[config.mk]
export PLATFORM = sky130hd
export DESIGN_NAME = usr_shift_io
export DESIGN_NICKNAME = d
export VERILOG_FILES = /design/src/rtl/usr_pkg.sv /design/src/rtl/usr_ctrl.sv /design/src/rtl/usr_cell.sv /design/src/rtl/usr_shift_io.sv
export SDC_FILE = /design/constraint.sdc
export NUM_CORES = 1
export LEC_CHECK = 0
export BUFFER_PORTS_ARGS = -buffer_cell sky130_fd_sc_hd__clkbuf_2
export CORE_AREA = 5 5 42 44
export CTS_CLUSTER_DIAMETER = 120
export DETAILED_ROUTE_END_ITERATION = 12
export DIE_AREA = 0 0 47 49
export PLACE_DENSITY = 0.64
export SYNTH_ARGS = -nofsm -noshare
export SYNTH_HDL_FRONTEND = slang
export SYNTH_SLANG_ARGS = --single-unit
[constraint.sdc]
create_clock -name clk_i -period 1.15 [get_ports clk_i]
set_input_delay 0.23 -clock clk_i [delete_from_list [all_inputs] [get_ports clk_i]]
set_output_delay 0.23 -clock clk_i [all_outputs]
set_load 0.05 [all_outputs]
[src/rtl/usr_pkg.sv]
package usr_pkg;
  typedef enum logic [1:0] {
    MODE_HOLD = 2'b00,
    MODE_UP   = 2'b01,
    MODE_DN   = 2'b10,
    MODE_LOAD = 2'b11
  } usr_mode_e;
endpackage

[src/rtl/usr_ctrl.sv]
module usr_ctrl
  import usr_pkg::*;
(
  input  logic [1:0] mode_i,
  input  logic       en_a_ni,
  input  logic       en_b_ni,
  output usr_mode_e  mode_o,
  output logic       bus_oe_o
);
  always_comb begin
    mode_o   = usr_mode_e'(mode_i);
    // capture must release the shared lines
    bus_oe_o = ~en_a_ni & ~en_b_ni & (mode_o != MODE_LOAD);
  end
endmodule

[src/rtl/usr_cell.sv]
module usr_cell
  import usr_pkg::*;
(
  input  logic      clk_i,
  input  logic      rst_ni,
  input  usr_mode_e mode_i,
  input  logic      from_lo_i,
  input  logic      from_hi_i,
  input  logic      par_i,
  output logic      q_o
);
  logic d;

  always_comb begin
    unique case (mode_i)
      MODE_UP:   d = from_lo_i;
      MODE_DN:   d = from_hi_i;
      MODE_LOAD: d = par_i;
      default:   d = q_o;
    endcase
  end

  always_ff @(posedge clk_i or negedge rst_ni) begin
    if (!rst_ni) q_o <= 1'b0;
    else         q_o <= d;
  end
endmodule

[src/rtl/usr_shift_io.sv]
module usr_shift_io
  import usr_pkg::*;
#(
  parameter int W = 8
) (
  input  logic         clk_i,
  input  logic         rst_ni,
  input  logic [1:0]   mode_i,
  input  logic         en_a_ni,
  input  logic         en_b_ni,
  input  logic         ser_up_i,
  input  logic         ser_dn_i,
  input  logic [W-1:0] bus_i,
  output logic [W-1:0] bus_o,
  output logic         bus_oe_o,
  output logic         ser_first_o,
  output logic         ser_last_o
);
  localparam int LAST = W - 1;

  usr_mode_e    mode;
  logic [W-1:0] q;
  logic [W-1:0] lo_nbr;
  logic [W-1:0] hi_nbr;

  usr_ctrl u_ctrl (
    .mode_i  (mode_i),
    .en_a_ni (en_a_ni),
    .en_b_ni (en_b_ni),
    .mode_o  (mode),
    .bus_oe_o(bus_oe_o)
  );

  for (genvar i = 0; i < W; i++) begin : g_stage
    if (i == 0) begin : g_lo_end
      assign lo_nbr[i] = ser_up_i;
    end else begin : g_lo_mid
      assign lo_nbr[i] = q[i-1];
    end
    if (i == LAST) begin : g_hi_end
      assign hi_nbr[i] = ser_dn_i;
    end else begin : g_hi_mid
      assign hi_nbr[i] = q[i+1];
    end

    usr_cell u_cell (
      .clk_i    (clk_i),
      .rst_ni   (rst_ni),
      .mode_i   (mode),
      .from_lo_i(lo_nbr[i]),
      .from_hi_i(hi_nbr[i]),
      .par_i    (bus_i[i]),
      .q_o      (q[i])
    );
  end

  assign bus_o       = q;
  assign ser_first_o = q[0];
  assign ser_last_o  = q[LAST];
endmodule

==> results.json <==
{
  "critPathSlowestCell": "dfrtp_2",
  "dp_hpwl_um": 789,
  "synthTopCellsByArea": "dfrtp_1, mux4_2, buf_4",
  "cts.clk_slew.worst_paths_ns": 0.05,
  "drt_iter0_drc": 0,
  "busiest_layer": "met2",
  "finalCritPeriodShare_pct": 96.4,
  "path_delay_family": "flip-flops",
  "coreArea_um2": 1400,
  "path_depth": 1,
  "ios": 27,
  "relSlewSlack_pct": 84.3,
  "grtUsageMet1_pct": 12.8,
  "postCtsSetupRepairBufs": 0,
  "antenna_found_initial": 0,
  "globalRouteMet2Util_pct": 14.7,
  "rsz0062_at_grt": "false",
  "drive_gt1_share_pct": 86.0,
  "area_growth_pct": 36.4,
  "cp-endpoint": "bus_o[0]",
  "grt_max_degree": 9,
  "start_util_pct": 33.6,
  "cp.buffers_inverters": 1,
  "ir_drop_mv": 0.822,
  "routedWlPerCell_um": 14.4,
  "setup_tns_ns": 0,
  "synthAdderAreaFrac_pct": 0,
  "layout_setup_ws_ns": 0.0419,
  "slew_viol_final": 0,
  "synthTopCellsByCount": "buf_4, dfrtp_1, mux4_2",
  "diodes": 0,
  "root_buffer": "clkbuf_4",
  "io_buffers": 26,
  "arrival_ns": 0.88,
  "htreeDepth": 1,
  "die_area_um2": 2300,
  "place_ws_ns": -0.0709,
  "reg2reg_from": "g_stage[5].u_cell.q_o$_DFFE_PN0P_",
  "worstRegToRegCells": 1,
  "ys_ff_latch": 8,
  "start_kind": "flop",
  "end_kind": "primary output",
  "crit_path_max_incr_delay_ns": 0.42,
  "seq_area_frac_synth_pct": 42.6,
  "ant_nets": 0,
  "synth_compound_gate_area_share_pct": 1.60,
  "use_met3_pct": 3.69,
  "yosys_warnings": 0,
  "p_leak_nw": 0.294,
  "fill_cells": 135,
  "synth-edff-count": 0,
  "avgSynthCellArea_um2": 17.4,
  "yosys.area_share.simple_pct": 0,
  "synth_top_family_by_area": "multiplexers",
  "rr_endpoint": "g_stage[6].u_cell.q_o$_DFFE_PN0P_",
  "period_needed_ns": 1.11,
  "die_width_um": 47,
  "top_register": "g_stage.u_cell.q_o",
  "clk_path_buf_depth": 2,
  "routed_via_density": 4.85,
  "die_h_um": 49,
  "drv_cap": 0,
  "cts_tree": "built",
  "clock_sinks": 8,
  "clock_skew_ns": 0.00534,
  "async_flop_share_pct": 100,
  "status": "finished, final reports clean",
  "path_max_fanout": 4,
  "powerDensity_nw_per_um2": 1830,
  "finalSetupViolations": 0,
  "drcViolationCount": 0,
  "crit_start": "g_stage[0].u_cell.q_o$_DFFE_PN0P_",
  "hold_path_class": "input pin to flop",
  "syn_nets": 43,
  "place_congestion": 0.639,
  "drt-total-wl_um": 953,
  "synthCells": 27,
  "floorplan.rows": 14,
  "whs_ns": 0.299,
  "post-synth-top-area-cell": "dfrtp_1",
  "grt_pass1_vias": 355,
  "synthXorXnorAreaFrac_pct": 0,
  "yosys-mux-area-fraction_pct": 38.3,
  "worst_pin_slew_ns": 0.236,
  "netlist_area_um2": 470,
  "finalPower_mw": 1.18,
  "grtUsageTotal_pct": 9.97,
  "worst-endpoint-required_ns": 0.92,
  "numCtsBuffers": 3,
  "grt_pass1_wl_um": 1660,
  "ys_types": 5,
  "reg_top3": "g_stage.u_cell.q_o x8",
  "yosys.area.top_type_share_pct": 42.6,
  "fin_nets": 68,
  "crit_type": "flop to primary output",
  "vias": 320,
  "synth_ff_type": "dfrtp_1",
  "path_cells": "clkbuf_4",
  "rrSetupSlack_ns": 0.14,
  "grt_remaining_overflow": 0,
  "clk_latency_ns": 0.25,
  "fmax_ghz": 0.902,
  "firstDrtPassIters": 1,
  "largest_reg_flops": 8,
  "hold_violations": 0
}
## worst min-delay path by stage
| stage | startpoint | to | cells after the start |
|---|---|---|---|
| CTS | bus_i[7] | g_stage[7].u_cell.q_o$_DFFE_PN0P_ | 2 |
| detailed placement | rst_ni | g_stage[5].u_cell.q_o$_DFFE_PN0P_ | 1 |
| finish | bus_i[7] | g_stage[7].u_cell.q_o$_DFFE_PN0P_ | 2 |
| global placement | rst_ni | g_stage[6].u_cell.q_o$_DFFE_PN0P_ | 1 |
| global route | bus_i[4] | g_stage[4].u_cell.q_o$_DFFE_PN0P_ | 2 |
| floorplan | rst_ni | g_stage[0].u_cell.q_o$_DFFE_PN0P_ | 0 |
## per-stage QoR
step	utilization [%]	instance area [um2]	cells
after detailed placement	41.1	576	62
after floorplan	-	485	27
final	45.8	642	66
after global placement	41.1	576	62
after global routing	45.8	642	66
after CTS	45.1	632	66
## cell type report
type / instances / area [um2] / area share (%)
clock buffers: 3 / 22.5 / 3.51
multi-input cells: 9 / 200 / 31.2
flip-flops and latches: 8 / 203 / 31.6
well taps: 16 / 20.0 / 3.12
repair buffers: 30 / 196 / 30.6
## timing repair
action | in CTS | in global routing
hold buffers | 1 | 0
cloned | 0 | 0
hold endpoints to repair | 8 | 0
gates resized for setup | 8 | 14
endpoints found under the setup margin | 7 | 10
## where the power goes
| group | switching [mW] | total (mW) | internal, mW |
|---|---|---|---|
| clock | 0.0867 | 0.206 | 0.119 |
| combinational | 0.343 | 0.560 | 0.216 |
| sequential | 0.0655 | 0.411 | 0.346 |
| total | 0.495 | 1.18 | 0.681 |
## cells by family after synthesis
family | after synthesis
buffers and inverters | 10
muxes | 8
DFF | 8
AOI/OAI and AO/OA | 1
## placed cells by master, fill, tap and decap left out
| cell type | instances |
|---|---|
| buf_2 | 1 |
| clkbuf_2 | 14 |
| dlygate4sd3_1 | 1 |
| clkbuf_4 | 8 |
| dfrtp_1 | 6 |
| buf_4 | 8 |
| clkbuf_8 | 1 |
| dfrtp_2 | 2 |
| a211oi_4 | 1 |
| mux4_2 | 8 |
## layer usage
metal	up-vias	part of all wire, %
met5	-	0
met4	0	0
met3	0	8.3
met2	13	50
met1	162	42
li1	145	-
(Power assumes the default switching activity.)
